===== src/rtl/flash_rf_pkg.sv =====
// Package: shared widths, bit positions and reset values for the flash
// controller register front end. Bit positions are fixed by software.
package flash_rf_pkg;
    localparam int REG_W       = 16;
    localparam int ST_PASS     = 0;
    localparam int ST_FAIL     = 1;
    localparam int ST_BUSY     = 2;
    localparam int ST_INT      = 3;
    localparam int ST_FIXED    = 5;
    localparam int MD_PROT_EN  = 3;
    localparam int MD_INT_EN   = 4;
    localparam int NUM_FLAGS   = 3;
    localparam int FL_PASS     = 0;
    localparam int FL_FAIL     = 1;
    localparam int FL_INT      = 2;
endpackage


===== src/rtl/frf_mode_reg.sv =====
// Mode register: a plain read/write word. Two fields are decoded for the
// rest of the block. Assumes wr_en is a single-cycle bus strobe.
module frf_mode_reg #(
    parameter int W       = 16,
    parameter int PROT_B  = 3,
    parameter int INT_B   = 4
) (
    input  logic         clk,
    input  logic         rst_n,
    input  logic         wr_en,
    input  logic [W-1:0] wdata,
    output logic [W-1:0] mode_word,
    output logic         prot_en,
    output logic         int_en
);
    logic [W-1:0] mode_q;

    // Capture the written word; reset clears every field.
    always_ff @(posedge clk) begin
        if (!rst_n)     mode_q <= '0;
        else if (wr_en) mode_q <= wdata;
    end

    assign mode_word = mode_q;
    assign prot_en   = mode_q[PROT_B];
    assign int_en    = mode_q[INT_B];

    a_r2_write_lands: assert property (@(posedge clk) disable iff (!rst_n)
        wr_en |=> (mode_word == $past(wdata)));
endmodule


===== src/rtl/frf_sticky.sv =====
// Sticky flag cell: set dominates clear, so a same-cycle event survives a
// clearing read. Assumes set and clr are synchronous to clk.
module frf_sticky (
    input  logic clk,
    input  logic rst_n,
    input  logic set,
    input  logic clr,
    output logic q
);
    // Hold the flag until a clear with no coincident set.
    always_ff @(posedge clk) begin
        if (!rst_n)   q <= 1'b0;
        else if (set) q <= 1'b1;
        else if (clr) q <= 1'b0;
    end

    a_r10_set_wins: assert property (@(posedge clk) disable iff (!rst_n)
        set |=> q);
    a_r8_read_clears: assert property (@(posedge clk) disable iff (!rst_n)
        (clr && !set) |=> !q);
endmodule


===== src/rtl/frf_cmd_gate.sv =====
// Command gate: decides whether a start request launches the engine or is
// rejected by protection. Purely combinational; busy comes from status.
module frf_cmd_gate (
    input  logic start,
    input  logic prot,
    input  logic prot_en,
    input  logic busy,
    output logic launch,
    output logic reject
);
    logic accept;

    // Idle requests are accepted; protected ones also need the enable.
    always_comb begin
        accept = start && !busy;
        launch = accept && (!prot || prot_en);
        reject = accept && prot && !prot_en;
    end
endmodule


===== src/rtl/frf_status.sv =====
// Status register: busy tracking plus pass, fail and interrupt flags held in
// sticky cells. Assumes done pulses only while busy and never with launch.
module frf_status
    import flash_rf_pkg::*;
#(
    parameter int W = REG_W
) (
    input  logic         clk,
    input  logic         rst_n,
    input  logic         launch,
    input  logic         reject,
    input  logic         done,
    input  logic         ok,
    input  logic         rd_clr,
    input  logic         int_en,
    output logic [W-1:0] status_word,
    output logic         busy,
    output logic         irq
);
    logic                 busy_q;
    logic                 finish_ev;
    logic [NUM_FLAGS-1:0] flag_set;
    logic [NUM_FLAGS-1:0] flag_q;

    // Busy rises on a launch and falls on the engine's completion.
    always_ff @(posedge clk) begin
        if (!rst_n)                busy_q <= 1'b0;
        else if (launch)           busy_q <= 1'b1;
        else if (done && busy_q)   busy_q <= 1'b0;
    end

    // Translate completion and rejection events into per-flag set strobes.
    always_comb begin
        finish_ev         = (done && busy_q) || reject;
        flag_set[FL_PASS] = done && busy_q && ok;
        flag_set[FL_FAIL] = (done && busy_q && !ok) || reject;
        flag_set[FL_INT]  = finish_ev && int_en;
    end

    for (genvar g = 0; g < NUM_FLAGS; g++) begin : g_flag
        frf_sticky u_flag (
            .clk   (clk),
            .rst_n (rst_n),
            .set   (flag_set[g]),
            .clr   (rd_clr),
            .q     (flag_q[g])
        );
    end

    // Assemble the status word; bit 5 reads as one, the rest as zero.
    always_comb begin
        status_word           = '0;
        status_word[ST_FIXED] = 1'b1;
        status_word[ST_INT]   = flag_q[FL_INT];
        status_word[ST_BUSY]  = busy_q;
        status_word[ST_FAIL]  = flag_q[FL_FAIL];
        status_word[ST_PASS]  = flag_q[FL_PASS];
    end

    assign busy = busy_q;
    assign irq  = flag_q[FL_INT];

    a_r3_busy_after_launch: assert property (@(posedge clk) disable iff (!rst_n)
        launch |=> busy);
    a_r3_idle_after_done: assert property (@(posedge clk) disable iff (!rst_n)
        (done && busy) |=> !busy);
    a_r9_irq_needs_enable: assert property (@(posedge clk) disable iff (!rst_n)
        $rose(irq) |-> $past(int_en));
    a_r7_pass_result: assert property (@(posedge clk) disable iff (!rst_n)
        (done && busy && ok) |=> status_word[ST_PASS]);
endmodule


===== src/rtl/flash_regfront.sv =====
// Top: register front end for a flash controller. Decodes the bus strobes,
// holds the mode word, gates command starts and reports status and irq.
// Assumes single-cycle strobes and an engine that completes only when busy.
module flash_regfront
    import flash_rf_pkg::*;
(
    input  logic             clk,
    input  logic             rst_n,
    input  logic             reg_sel,
    input  logic             reg_wr,
    input  logic             reg_rd,
    input  logic [REG_W-1:0] reg_wdata,
    output logic [REG_W-1:0] reg_rdata,
    input  logic             cmd_start,
    input  logic             cmd_prot,
    input  logic             eng_done,
    input  logic             eng_ok,
    output logic             busy,
    output logic             cmd_launch,
    output logic             irq
);
    logic             mode_wr;
    logic             stat_clr;
    logic [REG_W-1:0] mode_word;
    logic [REG_W-1:0] stat_word;
    logic             prot_en;
    logic             int_en;
    logic             reject;

    // Bus decode: only the mode register is writable; status read clears.
    always_comb begin
        mode_wr  = reg_wr && reg_sel;
        stat_clr = reg_rd && !reg_sel;
    end

    frf_mode_reg #(.W(REG_W), .PROT_B(MD_PROT_EN), .INT_B(MD_INT_EN)) u_mode (
        .clk       (clk),
        .rst_n     (rst_n),
        .wr_en     (mode_wr),
        .wdata     (reg_wdata),
        .mode_word (mode_word),
        .prot_en   (prot_en),
        .int_en    (int_en)
    );

    frf_cmd_gate u_gate (
        .start   (cmd_start),
        .prot    (cmd_prot),
        .prot_en (prot_en),
        .busy    (busy),
        .launch  (cmd_launch),
        .reject  (reject)
    );

    frf_status #(.W(REG_W)) u_status (
        .clk         (clk),
        .rst_n       (rst_n),
        .launch      (cmd_launch),
        .reject      (reject),
        .done        (eng_done),
        .ok          (eng_ok),
        .rd_clr      (stat_clr),
        .int_en      (int_en),
        .status_word (stat_word),
        .busy        (busy),
        .irq         (irq)
    );

    // Read mux: select picks the register, no registered read path.
    always_comb begin
        reg_rdata = reg_sel ? mode_word : stat_word;
    end

    a_r4_busy_blocks_launch: assert property (@(posedge clk) disable iff (!rst_n)
        busy |-> !cmd_launch);
    a_r5_reject_sets_fail: assert property (@(posedge clk) disable iff (!rst_n)
        (cmd_start && cmd_prot && !busy && !mode_word[MD_PROT_EN])
        |=> (stat_word[ST_FAIL] && !busy));
    a_r6_free_cmd_launches: assert property (@(posedge clk) disable iff (!rst_n)
        (cmd_start && !cmd_prot && !busy) |-> cmd_launch);
    a_r11_fail_sticky: assert property (@(posedge clk) disable iff (!rst_n)
        (stat_word[ST_FAIL] && !stat_clr) |=> stat_word[ST_FAIL]);
endmodule


===== config.mk =====
export PLATFORM = sky130hd
export DESIGN_NAME = flash_regfront
export DESIGN_NICKNAME = d
export VERILOG_FILES = /design/src/rtl/flash_rf_pkg.sv /design/src/rtl/frf_mode_reg.sv /design/src/rtl/frf_sticky.sv /design/src/rtl/frf_cmd_gate.sv /design/src/rtl/frf_status.sv /design/src/rtl/flash_regfront.sv
export SDC_FILE = /design/constraint.sdc
export NUM_CORES = 1
export LEC_CHECK = 0
export ABC_AREA = 1
export BUFFER_PORTS_ARGS = -buffer_cell sky130_fd_sc_hd__buf_4
export CAP_MARGIN = 10
export CELL_PAD_IN_SITES_DETAIL_PLACEMENT = 1
export CELL_PAD_IN_SITES_GLOBAL_PLACEMENT = 1
export CORE_ASPECT_RATIO = 1.25
export CORE_MARGIN = 2
export CORE_UTILIZATION = 32
export CTS_CLUSTER_DIAMETER = 150
export CTS_CLUSTER_SIZE = 20
export DETAILED_ROUTE_END_ITERATION = 8
export GPL_ROUTABILITY_DRIVEN = 1
export PLACE_DENSITY_LB_ADDON = 0.08
export SLEW_MARGIN = 40
export SYNTH_ARGS = -nofsm -noshare
export SYNTH_HDL_FRONTEND = slang
export SYNTH_SLANG_ARGS = --single-unit

===== constraint.sdc =====
create_clock -name clk -period 2.5 [get_ports clk]
set_clock_uncertainty 0.15 [all_clocks]
set_input_delay 0.5 -clock clk [delete_from_list [all_inputs] [get_ports clk]]
set_output_delay 0.5 -clock clk [all_outputs]
set_load 0.01 [all_outputs]

==> metrics.yaml <==
status: "finished, final reports clean"
wl_per_cell_um: 11.0
dp_hpwl_um: 1770
place_ws_ns: 0.600
maxSlewHeadroom_pct: 84.9
hold_end: "u_mode.mode_word[2]"
syn_avg_cell_area_sq_um: 6.72
grtUsageTotal_pct: 15.3
timing.setup.tns_ns: 0
p_int_mw: 0.493
firstDrtPassIters: 3
finalSetupViolations: 0
drtIter0Drc: 8
drc: 0
fmax_ghz: 0.529
pin_count: 44
layout_common_cells: "buf_4 (43), nor2_1 (34), nand2_1 (33), dfxtp_1 (20), inv_1 (17)"
power.share.switching_pct: 26.5
pwr-share-comb_pct: 19.4
htreeDepth: 1
avgViaCountPerCell: 4.59
syn_area_sq_um: 907
die_w_um: 51.6
final_common_cell: "buf_4"
setup.worst_path.start_class: "primary input"
drive_above_1_share_pct: 28.8
clock_latency_ns: 0.30
die_h_um: 63.5
synth_seq_area_share_pct: 44.1
rows: 21
cts_made_buffers: 3
syn_inst: 135
setup.worst_path.start: "reg_sel"
min_period_over_period_pct: 75.7
clock-sinks: 20
critPathKind: "in2out"
p_per_area_mw_per_mm2: 529
ys_types: 16
p_sw_mw: 0.178
cts.clk_slew.worst_paths_ns: 0.11
n_antenna_cell: 0
drv_cap: 0
peakVddDrop_mv: 0.236
hp-class: "in2reg"
start_util_pct: 33.8
syn-num-nets: 160
worstPathArrival_ns: 1.24
finalCriticalPeriod_ns: 1.89
grt_pass1_vias: 933
grt_pass1_wl_um: 3840
critPathRequiredTime_ns: 1.85
cts_root_buf: "clkbuf_4"
tightest_slew_ns: 0.226
clock_power_share_pct: 28.4
rsz0062_at_grt: "false"
timing.rr.start: "u_status.busy"
post-place-cells: 207
final_cells: 211
timing.rr.end: "u_status.g_flag[2].u_flag.q"
wirelength_um: 2330
ys_ff_latch: 20
ant_nets: 0
gp_congestion: 0.688
min_from: "reg_wdata[2]"
postCtsResizedCells: 0
cp_max_fo: 17
antenna_found_initial: 0
die_area_sq_mm: 0.00328
overflow: 0
seqPwrFrac_pct: 52.2
end_kind: "primary output"
clk_path_buf_depth: 2
grt_max_degree: 19
hold_viol_final: 0
seq_area_sq_um: 400
num_vias: 969
reg2reg_depth: 5
cts-hold-fix-buffers: 0
r2r_slack_ns: 1.46
cts_tree: "yes"
coreArea_sq_mm: 0.00268
leakage_nw: 0.704
whs_path_depth: 3
yosysWarnings: 0
syn_to_final_growth_pct: 39.9
multi_input_area_sq_um: 390
n_fill_cell: 381
fin_ws_ns: 0.609
final_max_slew_viol_count: 0
portBuffers: 43
cts_setup_buffers: 0
fin_nets: 203
stage by stage:
stage | hold slack, ns | power, mW | util [%] | area (sq um)
global placement | 0.311 | 0.486 | 46.0 | 1230
CTS | 0.265 | 0.684 | 47.3 | 1270
detailed placement | 0.316 | 0.491 | 46.0 | 1230
floorplan | 0.288 | 0.426 | - | 907
global route | 0.263 | 0.719 | 47.3 | 1270
finish | 0.274 | 0.671 | 47.3 | 1270
worst max-delay path: stages:
cell and delay [ns]:
buf_4 0.23, inv_2 0.09, or2_2 0.28, buf_4 0.14
layer usage:
| layer | part of all wire (%) | wire [um] | vias up | GRT usage (%) |
|---|---|---|---|---|
| met4 | 1.2 | 29 | 0 | 5.92 |
| met5 | 0 | 0 | - | 0 |
| li1 | - | - | 494 | - |
| met3 | 4.3 | 100 | 4 | 2.84 |
| met2 | 52 | 1220 | 27 | 25.8 |
| met1 | 42 | 980 | 444 | 18.9 |
power by group through the flow:
stage	Sequential, mW	Clock, mW	Combinational (mW)
2_1_floorplan	0.356	0	0.0699
3_3_place_gp	0.357	0	0.129
3_5_place_dp	0.358	0	0.133
4_1_cts	0.351	0.200	0.133
5_1_grt	0.354	0.219	0.147
6_report	0.351	0.190	0.130
cell families (layout without fill, tap and decap cells):
kind of cell,count (synthesis),in the layout,synth area share [%]
AOI/OAI and AO/OA,21,21,11.9
DFF,20,20,44.1
and+or+nand+nor,70,70,31.2
buffers and inverters,24,66,12.8
state kept, by name (all words and copies together) (netlist names):
register	count
u_mode.mode_word	16
u_status.g_flag.u_flag.q	3
u_status.busy	1
cell type report:
type,count,area share (%)
Multi-Input combinational cell,91,30.8
Tap cell,34,3.35
Timing Repair Buffer,43,25.4
Inverter,19,6.02
Sequential cell,20,31.6
Clock buffer,4,2.86
worst max path at each step:
stage | end
after floorplan | reg_rdata[5]
after global placement | reg_rdata[5]
after detailed placement | reg_rdata[5]
after CTS | reg_rdata[5]
after global routing | cmd_launch
final | reg_rdata[5]
cell usage after synthesis (all sizes together):
cell	count	share of area, %
inv	18	7.4
or2	1	0.69
a21oi	3	1.7
nor2	34	14
buf	5	4.4
clkinv	1	0.97
o211ai	1	0.83
nand2	34	16
o21ai	17	9.4
nand3	1	0.55
dfxtp	20	44
Note: power is estimated with default switching activity, not from simulation.
